**src/rtl/tsw_pkg.sv**
```systemverilog
package tsw_pkg;
  typedef enum logic [2:0] {
    OP_RD_DESC = 3'd0,
    OP_WR_TYPE = 3'd1,
    OP_SAVE    = 3'd2,
    OP_WR_LINK = 3'd3,
    OP_LOAD    = 3'd4,
    OP_RD_LINK = 3'd5
  } tsw_op_e;

  typedef enum logic [2:0] {
    ST_IDLE,
    ST_RD_LINK,
    ST_WR_TYPE,
    ST_SAVE,
    ST_WR_LINK,
    ST_RD_DESC,
    ST_LOAD
  } tsw_state_e;

  localparam logic [3:0] TSS_AVAIL = 4'h9;
  localparam logic [3:0] TSS_BUSY  = 4'hB;

  localparam logic [7:0] VEC_GP = 8'd13;
  localparam logic [7:0] VEC_DB = 8'd1;
  localparam logic [7:0] VEC_NM = 8'd7;
  localparam int         EXC_N  = 3;
endpackage

```
**src/rtl/tsw_nt_stack.sv**
```systemverilog
module tsw_nt_stack #(
  parameter int DEPTH = 4
) (
  input  logic clk,
  input  logic rst,
  input  logic push,
  input  logic pop,
  input  logic din,
  output logic top
);
  localparam int CW = $clog2(DEPTH + 1);

  logic [DEPTH-1:0] bits_q;
  logic [CW-1:0]    cnt_q;

  always_ff @(posedge clk) begin
    if (rst) begin
      bits_q <= '0;
      cnt_q  <= '0;
    end else if (push) begin
      bits_q <= {bits_q[DEPTH-2:0], din};
      if (cnt_q != CW'(DEPTH)) cnt_q <= cnt_q + 1'b1;
    end else if (pop) begin
      bits_q <= {1'b0, bits_q[DEPTH-1:1]};
      if (cnt_q != '0) cnt_q <= cnt_q - 1'b1;
    end
  end

  assign top = (cnt_q != '0) ? bits_q[0] : 1'b0;
endmodule

```
**src/rtl/tsw_exc_arb.sv**
```systemverilog
module tsw_exc_arb #(
  parameter int               N    = 3,
  parameter logic [N*8-1:0]   VECS = '0
) (
  input  logic         clk,
  input  logic         rst,
  input  logic [N-1:0] req,
  output logic         exc_valid,
  output logic [7:0]   exc_vec
);
  logic [7:0] win;

  always_comb begin
    win = '0;
    for (int k = N - 1; k >= 0; k--) begin
      if (req[k]) win = VECS[k*8 +: 8];
    end
  end

  always_ff @(posedge clk) begin
    if (rst) begin
      exc_valid <= 1'b0;
      exc_vec   <= '0;
    end else begin
      exc_valid <= |req;
      exc_vec   <= win;
    end
  end
endmodule

```
**src/rtl/tsw_seq.sv**
```systemverilog
module tsw_seq
  import tsw_pkg::*;
#(
  parameter int SELW  = 16,
  parameter int BASEW = 32,
  parameter int LIMW  = 20
) (
  input  logic             clk,
  input  logic             rst,
  input  logic             start_fwd,
  input  logic             start_back,
  input  logic [SELW-1:0]  start_sel,
  input  logic [SELW-1:0]  cur_sel,
  input  logic             cur_nt,
  input  logic             cur_vm,
  input  logic             xfer_ack,
  input  logic [3:0]       xfer_type,
  input  logic [BASEW-1:0] xfer_base,
  input  logic [LIMW-1:0]  xfer_limit,
  input  logic [SELW-1:0]  xfer_link,
  input  logic             xfer_trap,
  output logic             xfer_req,
  output tsw_op_e          xfer_op,
  output logic [SELW-1:0]  xfer_sel,
  output logic [SELW-1:0]  xfer_wdata,
  output logic             commit,
  output logic             dir_back,
  output logic [SELW-1:0]  new_sel,
  output logic [BASEW-1:0] new_base,
  output logic [LIMW-1:0]  new_limit,
  output logic             fault_busy,
  output logic             trap_hit
);
  tsw_state_e       state_q;
  logic             back_q;
  logic [SELW-1:0]  tgt_q;
  logic [BASEW-1:0] base_q;
  logic [LIMW-1:0]  limit_q;
  logic             ack_now;
  logic             use_cur;

  assign xfer_req = (state_q != ST_IDLE);
  assign ack_now  = xfer_req & xfer_ack;

  always_ff @(posedge clk) begin
    if (rst) begin
      state_q <= ST_IDLE;
      back_q  <= 1'b0;
      tgt_q   <= '0;
      base_q  <= '0;
      limit_q <= '0;
    end else begin
      case (state_q)
        ST_IDLE: begin
          if (start_fwd) begin
            state_q <= ST_RD_DESC;
            back_q  <= 1'b0;
            tgt_q   <= start_sel;
          end else if (start_back) begin
            state_q <= ST_RD_LINK;
            back_q  <= 1'b1;
          end
        end
        ST_RD_LINK: if (ack_now) begin
          tgt_q   <= xfer_link;
          state_q <= ST_WR_TYPE;
        end
        ST_WR_TYPE: if (ack_now) state_q <= ST_SAVE;
        ST_SAVE:    if (ack_now) state_q <= back_q ? ST_RD_DESC : ST_WR_LINK;
        ST_WR_LINK: if (ack_now) state_q <= ST_LOAD;
        ST_RD_DESC: if (ack_now) begin
          base_q  <= xfer_base;
          limit_q <= xfer_limit;
          if (!back_q && xfer_type == TSS_BUSY) state_q <= ST_IDLE;
          else state_q <= back_q ? ST_LOAD : ST_WR_TYPE;
        end
        ST_LOAD:    if (ack_now) state_q <= ST_IDLE;
        default:    state_q <= ST_IDLE;
      endcase
    end
  end

  always_comb begin
    case (state_q)
      ST_RD_LINK: xfer_op = OP_RD_LINK;
      ST_WR_TYPE: xfer_op = OP_WR_TYPE;
      ST_SAVE:    xfer_op = OP_SAVE;
      ST_WR_LINK: xfer_op = OP_WR_LINK;
      ST_LOAD:    xfer_op = OP_LOAD;
      default:    xfer_op = OP_RD_DESC;
    endcase
  end

  assign use_cur = (state_q == ST_SAVE) ||
                   (back_q && (state_q == ST_RD_LINK || state_q == ST_WR_TYPE));
  assign xfer_sel = use_cur ? cur_sel : tgt_q;

  always_comb begin
    case (state_q)
      ST_WR_TYPE: xfer_wdata = {{(SELW-4){1'b0}}, (back_q ? TSS_AVAIL : TSS_BUSY)};
      ST_WR_LINK: xfer_wdata = cur_sel;
      ST_SAVE:    xfer_wdata = {{(SELW-2){1'b0}}, cur_vm, cur_nt};
      default:    xfer_wdata = '0;
    endcase
  end

  assign commit     = ack_now && (state_q == ST_LOAD);
  assign dir_back   = back_q;
  assign new_sel    = tgt_q;
  assign new_base   = base_q;
  assign new_limit  = limit_q;
  assign trap_hit   = commit && xfer_trap;
  assign fault_busy = ack_now && (state_q == ST_RD_DESC) && !back_q &&
                      (xfer_type == TSS_BUSY);
endmodule

```
**src/rtl/task_switch_ctrl.sv**
```systemverilog
module task_switch_ctrl
  import tsw_pkg::*;
#(
  parameter int SELW      = 16,
  parameter int BASEW     = 32,
  parameter int LIMW      = 20,
  parameter int STK_DEPTH = 4
) (
  input  logic             clk,
  input  logic             rst,
  input  logic             sw_req,
  input  logic [SELW-1:0]  sw_sel,
  input  logic             iret_req,
  input  logic             intr_req,
  input  logic             popf_req,
  input  logic             popf_nt,
  input  logic             cr0_wr,
  input  logic             cr0_ts,
  input  logic             cr0_mp,
  input  logic             fpu_issue,
  output logic             ready,
  output logic             xfer_req,
  output logic [2:0]       xfer_op,
  output logic [SELW-1:0]  xfer_sel,
  output logic [SELW-1:0]  xfer_wdata,
  input  logic             xfer_ack,
  input  logic [3:0]       xfer_type,
  input  logic [BASEW-1:0] xfer_base,
  input  logic [LIMW-1:0]  xfer_limit,
  input  logic [SELW-1:0]  xfer_link,
  input  logic             xfer_trap,
  input  logic             xfer_vm,
  input  logic             xfer_nt,
  output logic [SELW-1:0]  tr_sel,
  output logic [BASEW-1:0] tr_base,
  output logic [LIMW-1:0]  tr_limit,
  output logic             st_nt,
  output logic             st_vm,
  output logic             st_ts,
  output logic             st_mp,
  output logic             exc_valid,
  output logic [7:0]       exc_vec
);
  localparam logic [EXC_N*8-1:0] VEC_LIST = {VEC_NM, VEC_DB, VEC_GP};

  tsw_op_e          op_w;
  logic             commit, dir_back, fault_busy, trap_hit;
  logic [SELW-1:0]  new_sel;
  logic [BASEW-1:0] new_base;
  logic [LIMW-1:0]  new_limit;
  logic             acc_sw, acc_iret, acc_intr, acc_popf, acc_cr0;
  logic             iret_switch, iret_plain;
  logic             stk_top;
  logic [EXC_N-1:0] exc_req;

  assign ready    = ~xfer_req;
  assign acc_sw   = ready & sw_req;
  assign acc_iret = ready & ~sw_req & iret_req;
  assign acc_intr = ready & ~sw_req & ~iret_req & intr_req;
  assign acc_popf = ready & ~sw_req & ~iret_req & ~intr_req & popf_req;
  assign acc_cr0  = ready & ~sw_req & ~iret_req & ~intr_req & ~popf_req & cr0_wr;

  assign iret_switch = acc_iret & st_nt;
  assign iret_plain  = acc_iret & ~st_nt;

  tsw_seq #(.SELW(SELW), .BASEW(BASEW), .LIMW(LIMW)) u_seq (
    .clk        (clk),
    .rst        (rst),
    .start_fwd  (acc_sw),
    .start_back (iret_switch),
    .start_sel  (sw_sel),
    .cur_sel    (tr_sel),
    .cur_nt     (st_nt),
    .cur_vm     (st_vm),
    .xfer_ack   (xfer_ack),
    .xfer_type  (xfer_type),
    .xfer_base  (xfer_base),
    .xfer_limit (xfer_limit),
    .xfer_link  (xfer_link),
    .xfer_trap  (xfer_trap),
    .xfer_req   (xfer_req),
    .xfer_op    (op_w),
    .xfer_sel   (xfer_sel),
    .xfer_wdata (xfer_wdata),
    .commit     (commit),
    .dir_back   (dir_back),
    .new_sel    (new_sel),
    .new_base   (new_base),
    .new_limit  (new_limit),
    .fault_busy (fault_busy),
    .trap_hit   (trap_hit)
  );

  assign xfer_op = op_w;

  tsw_nt_stack #(.DEPTH(STK_DEPTH)) u_stk (
    .clk  (clk),
    .rst  (rst),
    .push (acc_intr),
    .pop  (iret_plain),
    .din  (st_nt),
    .top  (stk_top)
  );

  always_ff @(posedge clk) begin
    if (rst) begin
      tr_sel   <= '0;
      tr_base  <= '0;
      tr_limit <= '0;
      st_nt    <= 1'b0;
      st_vm    <= 1'b0;
      st_ts    <= 1'b0;
      st_mp    <= 1'b0;
    end else begin
      if (commit) begin
        tr_sel   <= new_sel;
        tr_base  <= new_base;
        tr_limit <= new_limit;
        st_vm    <= xfer_vm;
        st_nt    <= dir_back ? xfer_nt : 1'b1;
      end else if (acc_intr) begin
        st_nt <= 1'b0;
      end else if (iret_plain) begin
        st_nt <= stk_top;
      end else if (acc_popf) begin
        st_nt <= popf_nt;
      end
      if (commit) st_ts <= 1'b1;
      else if (acc_cr0) st_ts <= cr0_ts;
      if (acc_cr0) st_mp <= cr0_mp;
    end
  end

  assign exc_req = {fpu_issue & st_ts & st_mp, trap_hit, fault_busy};

  tsw_exc_arb #(.N(EXC_N), .VECS(VEC_LIST)) u_arb (
    .clk       (clk),
    .rst       (rst),
    .req       (exc_req),
    .exc_valid (exc_valid),
    .exc_vec   (exc_vec)
  );
endmodule

```
**config.mk**
```make
export PLATFORM = sky130hd
export DESIGN_NAME = task_switch_ctrl
export DESIGN_NICKNAME = d
export VERILOG_FILES = /design/src/rtl/tsw_pkg.sv /design/src/rtl/tsw_nt_stack.sv /design/src/rtl/tsw_exc_arb.sv /design/src/rtl/tsw_seq.sv /design/src/rtl/task_switch_ctrl.sv
export SDC_FILE = /design/constraint.sdc
export NUM_CORES = 1
export LEC_CHECK = 0
export ABC_AREA = 1
export ABC_CLOCK_PERIOD_IN_PS = 2900
export BUFFER_PORTS_ARGS = -buffer_cell sky130_fd_sc_hd__buf_2
export CORE_ASPECT_RATIO = 1.75
export CORE_MARGIN = 2
export CORE_UTILIZATION = 51
export CTS_CLUSTER_SIZE = 24
export DETAILED_ROUTE_END_ITERATION = 8
export PLACE_DENSITY = 0.8
export SLEW_MARGIN = 5
export SYNTH_ARGS = -nofsm -noshare
export SYNTH_HDL_FRONTEND = slang
export SYNTH_HIERARCHICAL = 1
export SYNTH_SLANG_ARGS = --single-unit
```
**constraint.sdc**
```tcl
create_clock -name clk -period 2.9 [get_ports clk]
set_input_delay 0 -clock clk [delete_from_list [all_inputs] [get_ports clk]]
set_output_delay 0 -clock clk [all_outputs]
set_load 0.02 [all_outputs]
```
[Word level (Yosys, flattened, before mapping)]
Cells that the tools add are included.
Word-level totals
  bits of input ports: 103
  word-level logic and storage cells: 120
  output and inout bits: 118
  bits in registers: 160
Cells by class
  bitwise logic cells: 20
  eq/ne operators: 17
  multiplexer cells: 38
  reduce and logical (&&, ||, !) cells: 26
  add/subtract/negate cells: 2
Operators by type and width (number)
  2-to-1 mux 16 bit: 3
  2-to-1 mux 3 bit: 16
  case mux 16 bit (3 select lines): 1
  case mux 16 bit (2 select lines): 1
  case mux 3 bit (7 select lines): 1
  case mux 3 bit (5 select lines): 1
  AND 1 bit: 14
  != test 2 x 1 -> 1 bit (second input constant): 7
  2-to-1 mux 4 bit: 3
  2-to-1 mux 1 bit: 11
  nonzero test 2 bit: 5
  equality test 3 bit (second input constant): 3
  logical AND 1 bit: 7
  AND reduction 7 bit: 1
  equality test 3 x 2 -> 1 bit (second input constant): 2
  != test 3 bit (second input constant): 2
  NOT 1 bit: 6
  AND reduction 3 bit: 2
  nonzero test 3 bit: 2
  OR reduction 3 bit: 2
  equality test 4 bit (second input constant): 1
  AND reduction 2 bit: 2
  nonzero test 4 bit: 1
  adder 3 x 1 -> 3 bit (second input constant): 1
  7 further kinds: 8

[Longest topological paths before layout]
Gate-level depths: netlist of the first run.
  depth in word-level cells: 10
  mapped depth: 14
  gate-level depth less buffers: 12

[By module]
Netlist of the first run, hierarchy kept.
By module, submodules not included
  tsw_seq: cells each 525, times used 1, area each 3512.1 sq um
  task_switch_ctrl: cells each 339, times used 1, area each 2606.2 sq um
  tsw_nt_stack: cells each 57, times used 1, area each 429.2 sq um
  tsw_exc_arb: cells each 21, times used 1, area each 181.4 sq um

[Worst setup path after synthesis of the first run]
OpenSTA, ideal clock, no wires.
  path kind: reg-to-reg
  start point: register u_seq.state_q[2]
  end point: register u_stk.cnt_q[2]
  arrival: 2.191 ns
  cell stages (with the launch flop): 14
  slack: 0.647 ns
  clock period less this slack: 2.253 ns
  setup time: 0.062 ns
  cells stage by stage: dfxtp_1 > buf_4 > nor2_8 > nand2_1 > nor2_4 > nand3_1 > inv_1 > buf_6 > inv_4 > fa_1 > nand3b_1 > nand2_1 > nor2_2 > nor2_2
Between the ends
  cells in the longest elaborated chain, start to end: 7
  elaborated cells on any way between the ends: 12
  classes of those cells: eq/ne (1); mux (1); bitwise (6); reduce/logical (4)
Ends and longest elaborated chain
  start, declared: RTL line tsw_seq.sv:34  | tsw_state_e state_q;
  start signal, assigned: RTL line tsw_seq.sv:69  | ST_SAVE: if (ack_now) state_q <= back_q ? ST_RD_DESC : ST_WR_LINK;
  start signal, assigned: RTL line tsw_seq.sv:75  | else state_q <= back_q ? ST_LOAD : ST_WR_TYPE;
  nonzero test 3 bit *: RTL line tsw_seq.sv:42  | assign xfer_req = (state_q != ST_IDLE);
  net xfer_req: RTL line task_switch_ctrl.sv:22  | output logic xfer_req,
  NOT 1 bit *: RTL line task_switch_ctrl.sv:56  | assign ready = ~xfer_req;
  AND 1 bit * (3 in series): RTL line task_switch_ctrl.sv:59  | assign acc_intr = ready & ~sw_req & ~iret_req & intr_req;
  net acc_intr: RTL line task_switch_ctrl.sv:51  | logic acc_sw, acc_iret, acc_intr, acc_popf, acc_cr0;
  != test 2 x 1 -> 1 bit (no source line) / nonzero test 2 bit (equally long branches)
  AND reduction 3 bit (no source line)
  end signal, assigned: RTL line tsw_nt_stack.sv:22  | if (cnt_q != CW'(DEPTH)) cnt_q <= cnt_q + 1'b1;
  end signal, assigned: RTL line tsw_nt_stack.sv:25  | if (cnt_q != '0) cnt_q <= cnt_q - 1'b1;
  end, declared: RTL line tsw_nt_stack.sv:14  | logic [CW-1:0] cnt_q;
Mark *: on every way through the listed nets, which the timed path passes. The rest lies on a longest branch.
A chain may end at the register's enable or synchronous reset.

[Worst setup path after layout of the first run]
  start point: register u_seq.state_q[1]
  end point: register st_mp
Between the ends
  cells in the longest elaborated chain, start to end: 7
Ends and longest elaborated chain
  nonzero test 3 bit: RTL line tsw_seq.sv:42
  NOT 1 bit: RTL line task_switch_ctrl.sv:56
  AND 1 bit (5 in series): RTL line task_switch_ctrl.sv:61  | assign acc_cr0 = ready & ~sw_req & ~iret_req & ~intr_req & ~popf_req & cr0_wr;
  end signal, assigned: RTL line task_switch_ctrl.sv:130  | if (acc_cr0) st_mp <= cr0_mp;
  end, declared: RTL line task_switch_ctrl.sv:40  | output logic st_mp,
No other way between the ends.

==> results of run 1 <==
## worst paths after layout
kind                      from          endpoint  cells after the start
max           u_seq/state_q[1]             st_mp                     10
min                  fpu_issue  u_arb/exc_vec[2]                      4
max reg2reg   u_seq/state_q[1]             st_mp                     10
min reg2reg  u_seq/new_base[2]        tr_base[2]                      2
## layout by cell type, fill, tap and decap left out, drive strengths merged, types with 2 or more instances in the layout
cell type    instances
a21oi               10
buf                227
bufinv               4
clkbuf              18
clkinv               6
conb                 4
dfxtp              156
dlygate4sd3         93
inv                 75
nand2              126
nand3               37
nand4                3
nor2               265
nor3                54
o21ai              143
o22ai                2
## worst max-delay path, delay by kind of cell (launching register included)
kind | cells | cell delay (ns)
AND/OR/NAND/NOR | 7 | 0.99
flip-flops | 1 | 0.39
buffers and inverters | 3 | 1.16
## metal layers
layer	vias up	track usage
met4	0	0.201
met2	395	0.581
li1	3550	-
met3	85	0.0754
met1	3386	0.323
met5	-	0
## registers in the layout, summed over array words and instances (netlist names)
signal and cells:
tr_base 32, u_stk/cnt_q 3, u_arb/exc_vec 4, u_seq/new_limit 20, u_stk/bits_q 4, u_seq/new_base 32, st_ts 1, u_seq/state_q 3
st_mp 1, st_nt 1, u_seq/dir_back 1, tr_sel 16, u_seq/new_sel 16, tr_limit 20, st_vm 1, u_arb/exc_valid 1
## cells by family (layout without fill, tap and decap cells)
logic type	Yosys count	after routing	share of synthesized area
AO/OA/AOI/OAI	159	159	0.124
adder cells (fa/ha/maj)	1	1	0.00298
buffers and inverters	136	424	0.0907
flip-flops	156	156	0.464
other	1	4	0.000557
AND/OR/NAND/NOR	489	489	0.318
## through the flow
stage / hold WS (ns) / worst slack (ns) / cells / total power (µW)
after floorplan: 0.0624 / 0.647 / 945 / 4230
after global placement: 0.222 / 0.738 / 1281 / 4820
after detailed placement: 0.229 / 0.696 / 1281 / 4870
after CTS: 0.00876 / 0.0986 / 1404 / 7440
after global routing: 0.0492 / 0.0808 / 1404 / 7860
final: 0.0241 / 0.236 / 1404 / 7500
## power breakdown
part	switching [µW]	internal, µW	leakage (µW)	total [µW]
logic	1530	882	0.00325	2410
registers	289	2410	0.00126	2700
clock network	918	1470	0.000305	2390
total	2740	4770	0.00482	7500
## final cells by class
| cell class | instances | area share |
|---|---|---|
| Clock buffer | 18 | 0.0468 |
| Timing Repair Buffer | 320 | 0.225 |
| Multi-Input combinational cell | 653 | 0.322 |
| Sequential cell | 156 | 0.333 |
| Inverter | 74 | 0.0304 |
| Tap cell | 171 | 0.0228 |
| Clock inverter | 12 | 0.0200 |
## timing repair
action / CTS / global route
setup endpoints to repair: 0 / 1
hold endpoints to repair: 78 / 0
resized for setup: 0 / 3
hold buffers: 93 / 0
==> results by group, run 1 <==
Run status
  • Status: finished clean

Power
  • VDD IR max: ~540 µV
  • P_leak: 0.00482 µW
  • Pwr Density: 800 mW/mm²

Finish
  • Multi-input gate area: 0.00302 mm²
  • Design Area, Final: 0.00938 mm²
  • Storage cell area: between 0.003 and 0.004 mm²
  • Final #Nets: 1326
  • Proportion of layout cells with a drive suffix above 1: 0.242
  • Layout Utilization: 0.725
  • N_diodes: 0
  • Layout area overhead: 39.3%
  • # fillers: around 1000

STA
  • Minimum clock period: 2.66 ns
  • Maximum clock rate: roughly 0.38 GHz
  • RSZ-0062 raised after global routing: no
  • # setup viols final: 0
  • Final worst path period share: 0.919
  • Final Skew: 0.00759 ns
  • Setup_tns: 0 ns
  • Max-slew violations: 0
  • Slew @ Worst Pin: between 1 and 1.5 ns
  • Fin. Hold Viols: 0
  • Rel. slew slack: 0.294

Worst hold path
  • Worst min path class: in2reg

Routing
  • DRC violations left: 0
  • Post-detailed-routing wire length: 22.6 mm
  • Drt via density: 5.28
  • 1st-pass router iterations: 5
  • Vias: 7416
  • Routed wl met2: 11.9 mm
  • DRT iter0 DRCs: between 500 and 600
  • Routed Antenna Nets: 0
  • Routed WL per cell: 16.1 µm
  • DR top layer: met4
  • Metal3 WL: 1.61 mm
  • DRT met1 WL: 7.87 mm

Placement
  • Port Buffer Count: 216
  • Placed instance area: 0.00781 mm²
  • GPL Wtd Cong: approximately 0.9
  • DPL Wire Length: 13.5 mm

Floorplanning
  • Core Box Area: 0.0129 mm²
  • Top Ports: around 220
  • Initial core utilization: 0.520
  • Rows: 55
  • Chip Height: 156 µm
  • Die W: 90.8 µm
  • Die ar.: 0.0142 mm²

Synth
  • Most common cell in the synthesized netlist: nor2_1
  • Yosys warns: 6
  • Cells after synthesis: 942
  • Commonest cells post-synth: nor2_1 (256), dfxtp_1 (156), o21ai_0 (130), nand2_1 (120), inv_1 (63)
  • Ys flop type: dfxtp_1
  • Yosys top cell area share: 0.464
  • Average size of a mapped cell: 7.14 µm²
  • Post-synth top area cell: dfxtp_1
  • Number of synthesized flops with an enable pin: 0
  • Register area share after synthesis: 0.464
  • Yosys cell types: 41
  • Mapped cell area: 0.00673 mm²
  • Synth async-reset ratio: 0
  • Ranking of synthesized cells by area: dfxtp_1 (46%), nor2_1 (14%), o21ai_0 (9.7%), nand2_1 (6.7%), nor3_1 (3.9%)
  • Synth Register Bits: 156

GRT
  • Overflow after GRT: 0
  • Initial antenna violation count: 1
  • Vias in the first global route: approximately 7400
  • Largest net degree at the start of global routing: 71
  • GRT Total Usage: 0.318
  • Global-route wire length before repair: about 36 mm

Clocking
  • CTS Buffer Depth: 2
  • Num CTS Buffers: 17
  • Postcts setup bufs: 0
  • H-tree Lvls: 4
  • Worst skew pair latency: between 0.4 and 0.5 ns
  • CTS tree: done
  • Root buf cell: clkbuf_16
  • Worst-path clk slew: approximately 0.060 ns
  • Clk sinks: 156

Setup path
  • Crit path max fanout: 9
  • CP Capture Type: flip-flop
  • Worst path arrival time: 2.96 ns
  • Crit start category: flip-flop
  • CP max stage cell: dlygate4sd3_1
  • R2R Setup Slk: about 0.24 ns
  • Setup Crit Path Kind: reg2reg
  • Cell Chain, Critical Path: nor2_8 -> nand2_2 -> nor2_4 -> nand3_4 -> nor3_4 -> inv_2 -> nor2_1 -> dlygate4sd3_1 -> nor2_1 -> dlygate4sd3_1
  • CP required: approximately 3.2 ns
  • Max stage delay on crit path: 0.55 ns

Job
  • # Max-Cap Violations: 0
No activity file was read; power rests on OpenSTA's default activity.
==> run 2, diff against run 1 <==
--- a/config.mk
+++ b/config.mk
@@ -13,7 +13,9 @@
 export CORE_UTILIZATION = 51
 export CTS_CLUSTER_SIZE = 24
 export DETAILED_ROUTE_END_ITERATION = 8
+export GPL_TIMING_DRIVEN = 0
 export PLACE_DENSITY = 0.8
+export RECOVER_POWER = 50
 export SLEW_MARGIN = 5
 export SYNTH_ARGS = -nofsm -noshare
 export SYNTH_HDL_FRONTEND = slang
==> results by group, run 2 (synthesis results as in run 1) <==
Finish
  • # fillers: 1091 (was 985)
  • Most frequent cells in the layout: nor2_1 (257), dfxtp_1 (156), buf_2 (153) (was nor2_1 (255), buf_2 (216), dfxtp_1 (154))
  • Proportion of layout cells with a drive suffix above 1: 0.179 (was 0.242)
  • Final #Nets: 1380 (was 1326)
  • Most common cell after layout, fill and taps aside: nor2_1 (unchanged)
  • Layout area overhead: 40.6% (was 39.3%)

Clocking
  • Root buf cell: clkbuf_16 (unchanged)
  • Worst-path clk slew: 0.07 ns (was 0.06 ns)
  • CTS tree: done (unchanged)
  • H-tree Lvls: 4 (unchanged)
  • Num CTS Buffers: 17 (unchanged)
  • Worst skew pair latency: 0.42 ns (about the same)
  • CTS Buffer Depth: 2 (unchanged)
  • Clk sinks: 156 (unchanged)
  • Postcts setup bufs: 0 (unchanged)

STA
  • RSZ-0062 raised after global routing: no (unchanged)
  • # setup viols final: 0 (unchanged)
  • Hold_ws: 0.0202 ns (was 0.0241 ns)
  • Setup_tns: 0 ns (unchanged)
  • Rel. slew slack: 0.622 (was 0.294)
  • Final Skew: 0.00809 ns (was 0.00759 ns)
  • Max-slew violations: 0 (unchanged)
  • Minimum clock period: 2.72 ns (was 2.66 ns)
  • Fin. Hold Viols: 0 (unchanged)
  • Maximum clock rate: 0.367 GHz (was 0.375 GHz)
  • Slew @ Worst Pin: 0.567 ns (was 1.06 ns)
  • Final worst path period share: 0.939 (was 0.919)

Power
  • Switching share of power: 0.376 (was 0.365)
  • P_leak: 0.00458 µW (was 0.00482 µW)
  • Comb power frac: 0.338 (was 0.321)
  • Clock Power Share: 0.298 (was 0.318)
  • Cell Int Power: 4590 µW (was 4770 µW)
  • VDD IR max: 524 µV (was 543 µV)
  • Pwr Density: 778 mW/mm² (was 800 mW/mm²)
  • Sequential power share: 0.363 (was 0.360)
  • Psw: 2770 µW (was 2740 µW)
  • Total power: 7360 µW (was 7500 µW)

Routing
  • Routed Antenna Nets: 0 (unchanged)
  • DRT iter0 DRCs: 490 (was 543)
  • Post-detailed-routing wire length: 23.0 mm (was 22.6 mm)
  • DRC violations left: 0 (unchanged)
  • 1st-pass router iterations: 5 (unchanged)
  • Vias: 7609 (was 7416)
  • Routed WL per cell: 15.7 µm (was 16.1 µm)
  • Drt via density: 5.21 (was 5.28)

Floorplanning
  • Die W: 90.8 µm (unchanged)
  • Die ar.: 0.0142 mm² (unchanged)
  • Top Ports: 221 (unchanged)
  • Rows: 55 (unchanged)
  • Chip Height: 156 µm (unchanged)
  • Initial core utilization: 0.520 (unchanged)
  • Core Box Area: 0.0129 mm² (unchanged)

Placement
  • GPL Wtd Cong: 0.895 (was 0.909)
  • DPL Wire Length: 15.0 mm (was 13.5 mm)
  • Port Buffer Count: 216 (unchanged)

Setup path
  • Worst Path Buf+Inv: 4 (was 3)
  • Worst path arrival time: 3.03 ns (was 2.96 ns)
  • Setup Crit Path Kind: reg2reg (unchanged)
  • Crit start category: flip-flop (unchanged)
  • Crit path max fanout: 9 (unchanged)
  • CP max stage cell: dlygate4sd3_1 (unchanged)
  • CP required: 3.20 ns (about the same)
  • Cell Chain, Critical Path: buf_6 -> nor2_8 -> nand2_2 -> nor2_4 -> nand3_4 -> nor3_4 -> inv_2 -> nor2_1 -> dlygate4sd3_1 -> nor2_1 -> dlygate4sd3_1 (was nor2_8 -> nand2_2 -> nor2_4 -> nand3_4 -> nor3_4 -> inv_2 -> nor2_1 -> dlygate4sd3_1 -> nor2_1 -> dlygate4sd3_1)
  • Family with the most delay on the worst path: buffers and inverters (unchanged)
  • CP Capture Type: flip-flop (unchanged)
  • Max stage delay on crit path: 0.56 ns (was 0.55 ns)

GRT
  • Vias in the first global route: 7557 (was 7422)
  • Largest net degree at the start of global routing: 17 (was 71)
  • Overflow after GRT: 0 (unchanged)
  • Initial antenna violation count: 2 (was 1)
  • GRT Total Usage: 0.319 (was 0.318)
  • Global-route wire length before repair: 36.0 mm (about the same)

Run status
  • Status: finished clean (unchanged)

Job
  • # Max-Cap Violations: 0 (unchanged)

Worst hold path
  • Worst min path class: in2reg (unchanged)
## run 2: worst paths after layout
check                endpoint  depth (start not counted)         startpoint  slack (ns)
max                     st_mp                         11   u_seq/state_q[1]        0.18
min          u_seq/new_sel[3]                          4           xfer_ack        0.02
max reg2reg             st_mp                         11   u_seq/state_q[1]        0.18
min reg2reg        tr_base[6]                          2  u_seq/new_base[6]        0.48
## run 2: worst reg2reg max path, stage by stage, from the launching register on
cell and delay, ns:
dfxtp_1 0.30, buf_6 0.14, nor2_8 0.18, nand2_2 0.16, nor2_4 0.19, nand3_4 0.10, nor3_4 0.24, inv_2 0.06
nor2_1 0.09, dlygate4sd3_1 0.56, nor2_1 0.05, dlygate4sd3_1 0.54
## run 2: final cells by class
class	instances	area [µm²]	area share
clock buffer	18	439	0.0464
inverter	74	285	0.0302
tap	171	214	0.0226
clock inverter	14	146	0.0155
multi-input combinational	653	2990	0.316
sequential	156	3120	0.330
timing repair buffer	312	1940	0.205
antenna	1	2.50	0.000265
buffer	62	319	0.0337
## run 2: power groups by stage
stage	Combinational [µW]	Clock, µW	Sequential [µW]
floorplan	1540	0	2680
global placement	2210	0	2700
detailed placement	2240	0	2700
CTS	2470	2220	2660
global route	2740	2320	2690
finish	2490	2200	2670
## run 2: metrics by stage
stage	setup slack, ns	cells	utilization	instance area, µm²
floorplan	0.647	945	-	6740
global placement	0.594	1332	0.621	8040
detailed placement	0.546	1332	0.621	8040
CTS	0.119	1460	0.741	9580
global route	0.0191	1461	0.731	9460
finish	0.177	1461	0.731	9460
## run 2: what timing repair did
item                       in CTS  in global routing
hold buffers                   96                  0
gates resized for setup         0                  1
hold endpoints to repair       78                  0
setup endpoints to repair       0                  1
## run 2: routing by layer
| metal | vias up | track usage | part of all wire |
|---|---|---|---|
| met5 | - | 0 | 0 |
| met4 | 0 | 0.246 | 0.076 |
| met3 | 113 | 0.0652 | 0.074 |
| met2 | 415 | 0.580 | 0.51 |
| met1 | 3414 | 0.314 | 0.34 |
| li1 | 3667 | - | - |
==> run 3, diff against run 2 <==
--- a/config.mk
+++ b/config.mk
@@ -6,7 +6,7 @@
 export NUM_CORES = 1
 export LEC_CHECK = 0
 export ABC_AREA = 1
-export ABC_CLOCK_PERIOD_IN_PS = 2900
+export ABC_CLOCK_PERIOD_IN_PS = 2600
 export BUFFER_PORTS_ARGS = -buffer_cell sky130_fd_sc_hd__buf_2
 export CORE_ASPECT_RATIO = 1.75
 export CORE_MARGIN = 2
@@ -14,7 +14,7 @@
 export CTS_CLUSTER_SIZE = 24
 export DETAILED_ROUTE_END_ITERATION = 8
 export GPL_TIMING_DRIVEN = 0
-export PLACE_DENSITY = 0.8
+export PLACE_DENSITY = 0.9
 export RECOVER_POWER = 50
 export SLEW_MARGIN = 5
 export SYNTH_ARGS = -nofsm -noshare
==> constraint.sdc (replaced) <==
create_clock -name clk -period 2.6 [get_ports clk]
set_input_delay 0 -clock clk [delete_from_list [all_inputs] [get_ports clk]]
set_output_delay 0 -clock clk [all_outputs]
set_load 0.02 [all_outputs]
==> results by group, run 3 (synthesis results as in run 1) <==
STA
  • Final worst slack: 0.231 ns (was 0.177 ns)
  • Maximum clock rate: 0.422 GHz (was 0.367 GHz)
  • Setup_tns: 0 ns (unchanged)
  • Fin. Hold Viols: 0 (unchanged)
  • Rel. slew slack: 0.614 (was 0.622)
  • Final worst path period share: 0.911 (was 0.939)
  • Hold_ws: 0.0387 ns (was 0.0202 ns)
  • Minimum clock period: 2.37 ns (was 2.72 ns)
  • Slew @ Worst Pin: 0.579 ns (was 0.567 ns)
  • Max-slew violations: 0 (unchanged)
  • # setup viols final: 0 (unchanged)
  • Final Skew: 0.0118 ns (was 0.00809 ns)
  • RSZ-0062 raised after global routing: no (unchanged)

Finish
  • Proportion of layout cells with a drive suffix above 1: 0.177 (was 0.179)
  • Most frequent cells in the layout: nor2_1 (257), dfxtp_1 (156), buf_2 (151) (was nor2_1 (257), dfxtp_1 (156), buf_2 (153))
  • # fillers: 996 (was 1091)
  • Layout area overhead: 40.6% (about the same)
  • Most common cell after layout, fill and taps aside: nor2_1 (unchanged)
  • Layout Utilization: 0.731 (about the same)
  • Final #Nets: 1380 (unchanged)
  • Final Instance Count excl. Fillers: 1461 (unchanged)

Clocking
  • CTS Buffer Depth: 2 (unchanged)
  • Worst-path clk slew: 0.07 ns (about the same)
  • CTS tree: done (unchanged)
  • Worst skew pair latency: 0.41 ns (was 0.42 ns)
  • H-tree Lvls: 4 (unchanged)
  • Num CTS Buffers: 17 (unchanged)
  • Clk sinks: 156 (unchanged)
  • Root buf cell: clkbuf_16 (unchanged)

Setup path
  • Setup Crit Path Kind: reg2reg (unchanged)
  • Crit path max fanout: 9 (unchanged)
  • CP required: 2.90 ns (was 3.20 ns)
  • CP Capture Type: flip-flop (unchanged)
  • Crit start category: flip-flop (unchanged)
  • Worst Reg-to-Reg Cells: 10 (was 11)
  • R2R Setup Slk: 0.23 ns (was 0.18 ns)
  • RR Endpoint: u_seq/new_sel[4] (was st_mp)
  • Reg-to-Reg Start: u_seq/state_q[1] (unchanged)
  • Worst path arrival time: 2.67 ns (was 3.03 ns)

Placement
  • GPL Wtd Cong: 0.931 (was 0.895)
  • DPL Wire Length: 15.2 mm (was 15.0 mm)
  • Port Buffer Count: 216 (unchanged)
  • Worst slack, placed: 0.253 ns (was 0.546 ns)
  • Dpl cells: 1332 (unchanged)

Power
  • VDD IR max: 737 µV (was 524 µV)
  • Pwr Density: 879 mW/mm² (was 778 mW/mm²)
  • P_leak: 0.00457 µW (was 0.00458 µW)

Floorplanning
  • Rows: 55 (unchanged)
  • Die ar.: 0.0142 mm² (unchanged)
  • Die W: 90.8 µm (unchanged)
  • Chip Height: 156 µm (unchanged)
  • Top Ports: 221 (unchanged)
  • Initial core utilization: 0.520 (unchanged)
  • Core Box Area: 0.0129 mm² (unchanged)

GRT
  • Initial antenna violation count: 0 (was 2)
  • Overflow after GRT: 0 (unchanged)
  • M1 GR Usage: 0.330 (was 0.314)
  • Most Crowded Layer GR: met2 (unchanged)
  • Largest net degree at the start of global routing: 18 (was 17)
  • Met2 usage: 0.613 (was 0.580)
  • Met3 Use GR: 0.0575 (was 0.0652)
  • Global-route wire length before repair: 37.5 mm (was 36.0 mm)
  • Vias in the first global route: 7720 (was 7557)
  • GRT Total Usage: 0.334 (was 0.319)

Routing
  • 1st-pass router iterations: 7 (was 5)
  • Post-detailed-routing wire length: 23.9 mm (was 23.0 mm)
  • DRT iter0 DRCs: 706 (was 490)
  • Vias: 7728 (was 7609)
  • DRC violations left: 0 (unchanged)
  • Drt via density: 5.29 (was 5.21)
  • Routed Antenna Nets: 0 (unchanged)
  • Routed WL per cell: 16.4 µm (was 15.7 µm)

Worst hold path
  • Worst min path class: in2reg (unchanged)
  • Hold depth: 5 (was 4)
  • Hold path endpoint: st_mp (was u_seq/new_sel[3])
  • Hold Path Origin: cr0_wr (was xfer_ack)

Job
  • # Max-Cap Violations: 0 (unchanged)

Run status
  • Status: finished clean (unchanged)
-- run 3: worst max-delay path, stage by stage, from the launching register on --
cell,delay (ns)
dfxtp_1,0.31
buf_6,0.14
nor2_8,0.17
nand2_1,0.23
nor2_1,0.31
nand3_4,0.17
inv_2,0.11
a21oi_4,0.06
nor2_1,0.11
dlygate4sd3_1,0.60
nor2_1,0.05
-- run 3: worst max path at each step --
stage	startpoint	end	slack [ns]	cells after the start
detailed placement	u_seq/state_q[2]	u_stk/cnt_q[2]	0.25	13
finish	u_seq/state_q[1]	u_seq/new_sel[4]	0.23	10
CTS	u_seq/state_q[2]	u_stk/cnt_q[2]	0.23	13
floorplan	u_seq/state_q[2]	u_stk/cnt_q[2]	0.35	13
global route	u_seq/state_q[1]	u_stk/cnt_q[2]	0.10	13
global placement	u_seq/state_q[2]	u_stk/cnt_q[2]	0.30	13
-- run 3: final cells by class --
cell class	count	area, µm²	area share
Clock inverter	15	169	0.0179
Antenna cell	1	2.50	0.000264
Multi-Input combinational cell	653	2990	0.316
Clock buffer	17	425	0.0450
Tap cell	171	214	0.0226
Inverter	74	285	0.0301
Sequential cell	156	3120	0.330
Buffer	62	319	0.0337
Timing Repair Buffer	312	1940	0.205
-- run 3: report_power, final --
part           leakage (µW)  switching (µW)  internal, µW  total, µW
Sequential          0.00126             306          2690       2990
Clock              0.000284            1110          1370       2490
Combinational       0.00302            1790          1050       2830
Total               0.00457            3200          5110       8310
-- run 3: metrics by stage --
step | cell area, µm² | total power [µW]
2_1_floorplan | 6740 | 4710
3_3_place_gp | 8040 | 5470
3_5_place_dp | 8040 | 5530
4_1_cts | 9590 | 8250
5_1_grt | 9460 | 8700
6_report | 9460 | 8310
-- run 3: repair_timing --
action | 4_1_cts | 5_1_grt
resized for setup | 0 | 0
setup buffers | 0 | 0
hold buffers | 96 | 0
hold endpoints to repair | 78 | 0
-- run 3: layer usage --
metal	up-vias	wire length [µm]
met3	123	1670
met1	3489	8230
met2	447	12200
li1	3669	-
met5	-	0
met4	0	1880
